[config.mk]
export PLATFORM = sky130hd
export DESIGN_NAME = irq_prio_ctrl
export DESIGN_NICKNAME = d
export VERILOG_FILES = /design/src/rtl/irq_pkg.sv /design/src/rtl/irq_ctl_reg.sv /design/src/rtl/irq_edge_det.sv /design/src/rtl/irq_req_gate.sv /design/src/rtl/irq_prio_ctrl.sv
export SDC_FILE = /design/constraint.sdc
export NUM_CORES = 1
export LEC_CHECK = 0
export ABC_CLOCK_PERIOD_IN_PS = 3100
export CAP_MARGIN = 0
export CORE_MARGIN = 8
export CORE_UTILIZATION = 31
export DETAILED_ROUTE_END_ITERATION = 8
export DONT_BUFFER_PORTS = 1
export REMOVE_ABC_BUFFERS = 1
export SLEW_MARGIN = 20
export SYNTH_ARGS = -nofsm -noshare
export SYNTH_HDL_FRONTEND = slang
export SYNTH_SLANG_ARGS = --single-unit
[constraint.sdc]
create_clock -name clk -period 3.1 [get_ports clk]
set_input_delay 0.62 -clock clk [delete_from_list [all_inputs] [get_ports clk]]
set_output_delay 0.62 -clock clk [all_outputs]
set_load 0.005 [all_outputs]
[src/rtl/irq_pkg.sv]
package irq_pkg;
  localparam int REG_W    = 8;
  localparam int EXT_PINS = 3;
  localparam int B_MASTER = 7;
  localparam int B_NORMAL = 6;
  localparam int B_PMODE  = 5;
  localparam logic [EXT_PINS-1:0] EDGE_RST = '1;

  typedef struct packed {
    logic                master_en;
    logic                normal_en;
    logic                pmode;
    logic [EXT_PINS-1:0] rise_sel;
  } ctl_t;
endpackage

[src/rtl/irq_ctl_reg.sv]
module irq_ctl_reg
  import irq_pkg::*;
(
  input  logic             clk,
  input  logic             rst,
  input  logic             we,
  input  logic [REG_W-1:0] wdata,
  output ctl_t             ctl,
  output logic [REG_W-1:0] rdata
);
  ctl_t ctl_q;

  always_ff @(posedge clk) begin
    if (rst) begin
      ctl_q.master_en <= 1'b0;
      ctl_q.normal_en <= 1'b0;
      ctl_q.pmode     <= 1'b0;
      ctl_q.rise_sel  <= EDGE_RST;
    end else if (we) begin
      ctl_q.master_en <= wdata[B_MASTER];
      ctl_q.normal_en <= wdata[B_NORMAL];
      ctl_q.pmode     <= wdata[B_PMODE];
      ctl_q.rise_sel  <= wdata[EXT_PINS-1:0];
    end
  end

  always_comb begin
    rdata                 = '0;
    rdata[B_MASTER]       = ctl_q.master_en;
    rdata[B_NORMAL]       = ctl_q.normal_en & ctl_q.pmode;
    rdata[B_PMODE]        = ctl_q.pmode;
    rdata[EXT_PINS-1:0]   = ctl_q.rise_sel;
  end

  assign ctl = ctl_q;
endmodule

[src/rtl/irq_edge_det.sv]
module irq_edge_det #(
  parameter int SYNC_STAGES = 2
) (
  input  logic clk,
  input  logic rst,
  input  logic pin,
  input  logic rise_sel,
  input  logic clr,
  output logic flag
);
  logic [SYNC_STAGES-1:0] sync_q;
  logic                   last_q;
  logic                   flag_q;
  logic                   cur;
  logic                   hit;

  assign cur = sync_q[SYNC_STAGES-1];
  assign hit = rise_sel ? (cur & ~last_q) : (~cur & last_q);

  always_ff @(posedge clk) begin
    if (rst) begin
      sync_q <= '0;
      last_q <= 1'b0;
      flag_q <= 1'b0;
    end else begin
      sync_q <= {sync_q[SYNC_STAGES-2:0], pin};
      last_q <= cur;
      flag_q <= hit | (flag_q & ~clr);
    end
  end

  assign flag = flag_q;
endmodule

[src/rtl/irq_req_gate.sv]
module irq_req_gate
  import irq_pkg::*;
#(
  parameter int SRCS = 11
) (
  input  logic            clk,
  input  logic            rst,
  input  ctl_t            ctl,
  input  logic [SRCS-1:0] src_flag,
  input  logic [SRCS-1:0] src_en,
  input  logic [SRCS-1:0] src_prio,
  output logic            irq_hi,
  output logic            irq_lo
);
  logic [SRCS-1:0] active;
  logic [SRCS-1:0] as_urgent;
  logic            hi_d;
  logic            lo_d;
  logic            hi_q;
  logic            lo_q;

  assign active    = src_flag & src_en;
  assign as_urgent = src_prio | {SRCS{~ctl.pmode}};

  always_comb begin
    hi_d = ctl.master_en & (|(active & as_urgent));
    lo_d = ctl.master_en & ctl.normal_en & ctl.pmode
         & (|(active & ~src_prio)) & ~hi_d;
  end

  always_ff @(posedge clk) begin
    if (rst) begin
      hi_q <= 1'b0;
      lo_q <= 1'b0;
    end else begin
      hi_q <= hi_d;
      lo_q <= lo_d;
    end
  end

  assign irq_hi = hi_q;
  assign irq_lo = lo_q;
endmodule

[src/rtl/irq_prio_ctrl.sv]
module irq_prio_ctrl
  import irq_pkg::*;
#(
  parameter int PERIPH_SRCS = 8,
  parameter int SYNC_STAGES = 2
) (
  input  logic                   clk,
  input  logic                   rst,
  input  logic                   ctl_we,
  input  logic [REG_W-1:0]       ctl_wdata,
  output logic [REG_W-1:0]       ctl_rdata,
  input  logic [EXT_PINS-1:0]    ext_pin,
  input  logic [EXT_PINS-1:0]    ext_en,
  input  logic [EXT_PINS-1:0]    ext_prio,
  input  logic                   ext_flag_we,
  input  logic [EXT_PINS-1:0]    ext_flag_wdata,
  output logic [EXT_PINS-1:0]    ext_flag,
  input  logic [PERIPH_SRCS-1:0] per_flag,
  input  logic [PERIPH_SRCS-1:0] per_en,
  input  logic [PERIPH_SRCS-1:0] per_prio,
  output logic                   irq_hi,
  output logic                   irq_lo
);
  localparam int SRCS = PERIPH_SRCS + EXT_PINS;

  ctl_t                ctl;
  logic [EXT_PINS-1:0] flag_w;

  irq_ctl_reg u_reg (
    .clk   (clk),
    .rst   (rst),
    .we    (ctl_we),
    .wdata (ctl_wdata),
    .ctl   (ctl),
    .rdata (ctl_rdata)
  );

  for (genvar i = 0; i < EXT_PINS; i++) begin : g_pin
    irq_edge_det #(.SYNC_STAGES(SYNC_STAGES)) u_det (
      .clk      (clk),
      .rst      (rst),
      .pin      (ext_pin[i]),
      .rise_sel (ctl.rise_sel[i]),
      .clr      (ext_flag_we & ~ext_flag_wdata[i]),
      .flag     (flag_w[i])
    );
  end

  irq_req_gate #(.SRCS(SRCS)) u_gate (
    .clk      (clk),
    .rst      (rst),
    .ctl      (ctl),
    .src_flag ({per_flag, flag_w}),
    .src_en   ({per_en, ext_en}),
    .src_prio ({per_prio, ext_prio}),
    .irq_hi   (irq_hi),
    .irq_lo   (irq_lo)
  );

  assign ext_flag = flag_w;
endmodule

Word-level counts from Yosys, hierarchy flattened
Index checks and enable logic that the tools add are counted.

cells by class
  add/subtract/negate cells = 0
  $mul = 0
  divide/modulo/power cells = 0
  $lt $le $gt $ge = 0
  equal/unequal tests = 0
  shift operators = 0
  muxes and demuxes = 3
  bitwise gates (word level) = 40
  reduce and logical (&&, ||, !) cells = 2

operator list
  cell                 count
  AND 11 bit           3
  OR reduction 11 bit  2
  AND 1 bit            18
  inverter 1 bit       14
  inverter 11 bit      1
  bitwise OR 11 bit    1
  two-way mux 1 bit    3
  bitwise OR 1 bit     3

storage, ports and cells
  bits in registers = 20
  bits in latches = 0
  RAM bits = 0
  memory bits (read-only) = 0
  input port bits = 48
  memories kept = 0

Logic depth before layout (Yosys ltp)
  depth after elaboration = 7
  gate-level depth with buffers = 5
  gate-level depth less buffers = 4

Modules after synthesis
Synthesis repeated with hierarchy kept, for this count alone.

second synthesis, totals
  cell total of the unflattened synthesis = 110
  area, all modules = 1,006.0 µm²

by module, submodules not included
  module         instances  cells each  area an instance (µm²)  seq. area each (µm²)
  irq_edge_det   3          11          127.6                   80.1
  irq_req_gate   1          46          316.6                   40.0
  irq_ctl_reg    1          28          287.8                   120.1
  irq_prio_ctrl  1          3           18.8                    0.0

Least setup slack after synthesis
Ideal clock, no wire load.

  kind = input to register
  start point = in per_prio[6]
  end point = reg u_gate.hi_q, in the netlist u_gate.irq_hi
  setup time = 116 ps
  data arrival time = 1,584 ps
  data required time = 2,984 ps
  path slack = 1,400 ps
  cell stages on the path = 4
  path buffers = 0
  cells stage by stage = and2b_1 -> o22ai_1 -> or4_4 -> o211a_1

between the ends
  cells in the longest elaborated chain, start to end = 4

ends and longest elaborated chain
  what                  RTL line             RTL
  from (decl)           irq_prio_ctrl.sv:20  input logic [PERIPH_SRCS-1:0] per_prio,
  bitwise OR 11 bit     irq_req_gate.sv:23   assign as_urgent = src_prio | {SRCS{~ctl.pmode}};
  AND 11 bit            irq_req_gate.sv:26   hi_d = ctl.master_en & (|(active & as_urgent));
  OR reduction 11 bit   irq_req_gate.sv:26
  AND 1 bit             irq_req_gate.sv:26
  to (signal assigned)  irq_req_gate.sv:36   hi_q <= hi_d;
  to (decl)             irq_req_gate.sv:19   logic hi_q;

No other way between the ends.
A chain may end at the register's enable or synchronous reset.

Final worst setup path
  start point = reg u_reg.ctl_q, in the netlist u_reg.ctl[3]
  end point = reg u_gate.lo_q, in the netlist u_gate.irq_lo

between the ends
  cells in the longest elaborated chain, start to end = 7
  elaborated cells on any way between the ends = 9
  those cells by class = 8 x bitwise; 1 x reduce/logical

ends and longest elaborated chain
  what                  RTL line            RTL
  from (decl)           irq_ctl_reg.sv:11   ctl_t ctl_q;
  inverter 1 bit        irq_req_gate.sv:23
  bitwise OR 11 bit     irq_req_gate.sv:23
  AND 11 bit            irq_req_gate.sv:26
  OR reduction 11 bit   irq_req_gate.sv:26
  AND 1 bit             irq_req_gate.sv:26
  inverter 1 bit        irq_req_gate.sv:28  & (|(active & ~src_prio)) & ~hi_d;
  AND 1 bit (*)         irq_req_gate.sv:28
  to (signal assigned)  irq_req_gate.sv:37  lo_q <= lo_d;
  to (decl)             irq_req_gate.sv:20  logic lo_q;

Mark *: on every way between the ends. The rest lies on a longest branch, timed or not.

==> flow_summary_export.csv <==
group,metric,value,unit
layout,drive_gt1_frac,0.1321,
worst_setup_path,reg2reg_to,"u_gate.irq_lo",
synthesis,synth_top_flop_cell,"dfxtp_1",
worst_setup_path,critPathTopFamily,"simple AND/OR/NAND/NOR gates",
floorplan,die_x,72.97,um
detailed_routing,first_iter_violations,5,
global_routing,grt_remaining_overflow,0,
worst_setup_path,path_buf_inv,0,
power,p_per_area,465.9,mW/mm2
global_routing,grt_pass1_vias,738,
global_routing,grt_pass1_wl,3519,um
sta,hold_viol_final,0,
layout,ff_latch_area,400.4,um2
power,peakVddDrop,287.3,uV
synthesis,syn_inst,114,
detailed_routing,wl_per_cell,16.11,um
sta,skew,3.180,ps
floorplan,coreArea,0.003078,mm2
synthesis,avgSynthCellArea,8.824,um2
synthesis,ys_seq_area_frac,0.3980,
placed_design,gp_congestion,0.8383,
sta,finalCritPeriodShare,0.5587,
clocking,clk_latency,290,ps
worst_setup_path,crit_slowest_cell,"dfxtp_1",
synthesis,async_reset_ff_frac,0,
clocking,cts_inserted_buffers,3,
sta,fmax,0.5773,GHz
detailed_routing,route.detailed.drc,0,
synthesis,synth_warnings,0,
min_path,holdPathEnd,"g_pin[0].u_det.flag",
worst_setup_path,reg2reg_depth,4,
sta,fin_crit,1732,ps
layout,area_delta_synth_final,0.1248,%
placed_design,place_inst,146,
clocking,cts_max_level,1,
layout,fin_nets,155,
detailed_routing,routed_wl,2416,um
layout,antennaDiodeCount,0,
synthesis,ys_types,30,
floorplan,die_area,0.005324,mm2
floorplan,start_util,0.3268,
worst_setup_path,cp-start-kind,"flip-flop",
global_routing,grt_use_total,0.08472,
layout,stdcell_count,150,
synthesis,synth_edf_count,0,
min_path,hold_path.class,"input port to flip-flop",
sta,rsz0062_at_grt,"no",
clocking,postCtsResizedCells,0,
clocking,cts_setup_buffers,0,
placed_design,port_buffers,0,
worst_setup_path,arrival,1940,ps
power,leakage,0.3850,nW
clocking,clockBufferDepth,2,
floorplan,boundaryPins,61,
detailed_routing,vias,736,
floorplan,core.rowCount,20,
floorplan,dieHeight,72.97,um
run_status,outcome,"finished clean",
synthesis,ys_ff_latch,20,
worst_setup_path,worst-path-max-fanout,11,
synthesis,synth_area,0.001006,mm2
min_path,hold_depth,1,
worst_setup_path,crit_path_end_kind,"flip-flop",
sta,final.setup.tns,0,ps
worst_setup_path,r2r_start,"u_reg.ctl[3]",
layout,final_common_cell,"dfxtp_1",
layout,fillers,335,
layout,layout_common_cells,"20 x dfxtp_1, 12 x nand2_1, 9 x nor2b_1",
run,maxCapViolCount,0,
sta,slew_violations,0,
clocking,cts_tree,"built",
worst_setup_path,required,3310,ps
layout,multi_input_area,500.5,um2
detailed_routing,first_pass_iters,4,
worst_setup_path,path_cells,"nor2b_2 -> o22ai_1 -> or4_4 -> nor4_2",
global_routing,grt_start_max_net_pins,17,
sta,finalSetupViolCount,0,
worst_setup_path,reg2reg_slack,1370,ps
clocking,cts-hold-fix-buffers,0,
detailed_routing,postRouteAntennaNets,0,
clocking,path_clk_slew,110,ps
placed_design,hpwl,2060,um
detailed_routing,viasPerCell,4.907,
worst_setup_path,cpPeakStageDelay,560,ps
sta,worst_slack,1368,ps
clocking,root_buffer,"clkbuf_4",
global_routing,grt_antenna_before_repair,0,
placed_design,place_ws,1347,ps
worst_setup_path,worst-setup-path-type,"flip-flop to flip-flop",
min_path,min_from,"rst",
clocking,clock-sinks,20,
[worst max path at each step]
| stage | start | to | slack [ps] | cells after the start |
|---|---|---|---|---|
| floorplan | per_prio[6] | u_gate.irq_hi | 1400 | 4 |
| global placement | per_prio[6] | u_gate.irq_hi | 1370 | 4 |
| detailed placement | per_prio[6] | u_gate.irq_lo | 1350 | 4 |
| CTS | u_reg.ctl[3] | ctl_rdata[6] | 1340 | 1 |
| global route | u_reg.ctl[3] | u_gate.irq_lo | 1250 | 4 |
| finish | u_reg.ctl[3] | u_gate.irq_lo | 1370 | 4 |
[power breakdown]
part           switching (mW)  leakage [nW]  total [mW]  internal [mW]
Combinational          0.0182         0.200      0.0423         0.0241
Clock                  0.0753        0.0210       0.147         0.0716
Sequential             0.0114         0.164       0.280          0.269
[flip-flops by register name, summed over array words and instances, names as in the netlist]
name,cells
u_gate.irq_lo,1
u_reg.ctl,6
g_pin.u_det.flag,3
u_gate.irq_hi,1
g_pin.u_det.sync_q,6
g_pin.u_det.last_q,3
[through the flow]
stage / power (mW) / hold WS, ps / instance area [um2] / util
final: 0.4693 / 374.3 / 1007 / 0.3272
after floorplan: 0.3189 / 413.8 / 915.9 / -
after global placement: 0.3272 / 416.7 / 970.9 / 0.3154
after detailed placement: 0.3292 / 423.5 / 970.9 / 0.3154
after global routing: 0.4939 / 342.4 / 1007 / 0.3272
after CTS: 0.4744 / 368.4 / 1007 / 0.3272
[metal layers]
| metal | share of wire | global-route usage | up-vias |
|---|---|---|---|
| li1 | - | - | 369 |
| met1 | 0.39 | 0.09321 | 313 |
| met2 | 0.42 | 0.1412 | 54 |
| met3 | 0.19 | 0.05082 | 0 |
| met4 | 0 | 0.006667 | 0 |
| met5 | 0 | 0 | - |
[synth_stat cells, drive strengths merged, types with 3 or more instances]
library cell  instances  area share
dfxtp                20        0.40
o22ai                 3       0.019
mux2i                 6       0.060
nor2                  7       0.026
nand2                13       0.051
o21ai                 3       0.015
inv                   4       0.015
nand3b                8       0.060
nor2b                14       0.099
buf                  11       0.086
a21oi                 5       0.025
o211ai                3       0.022
[logic make-up after synthesis]
family / count (synthesis) / share of synthesized area
AOI/OAI and AO/OA: 20 / 0.1306
other: 1 / 0.003728
DFF: 20 / 0.3980
muxes: 6 / 0.05970
buffers and inverters: 17 / 0.1082
and+or+nand+nor: 50 / 0.2998
[cell type report]
class                      instances  share of cell area
multi-input combinational         78              0.4969
inverter                           4             0.01491
tap                               44             0.05466
clock buffer                       4             0.03602
sequential                        20              0.3975
(Power assumes the default switching activity.)
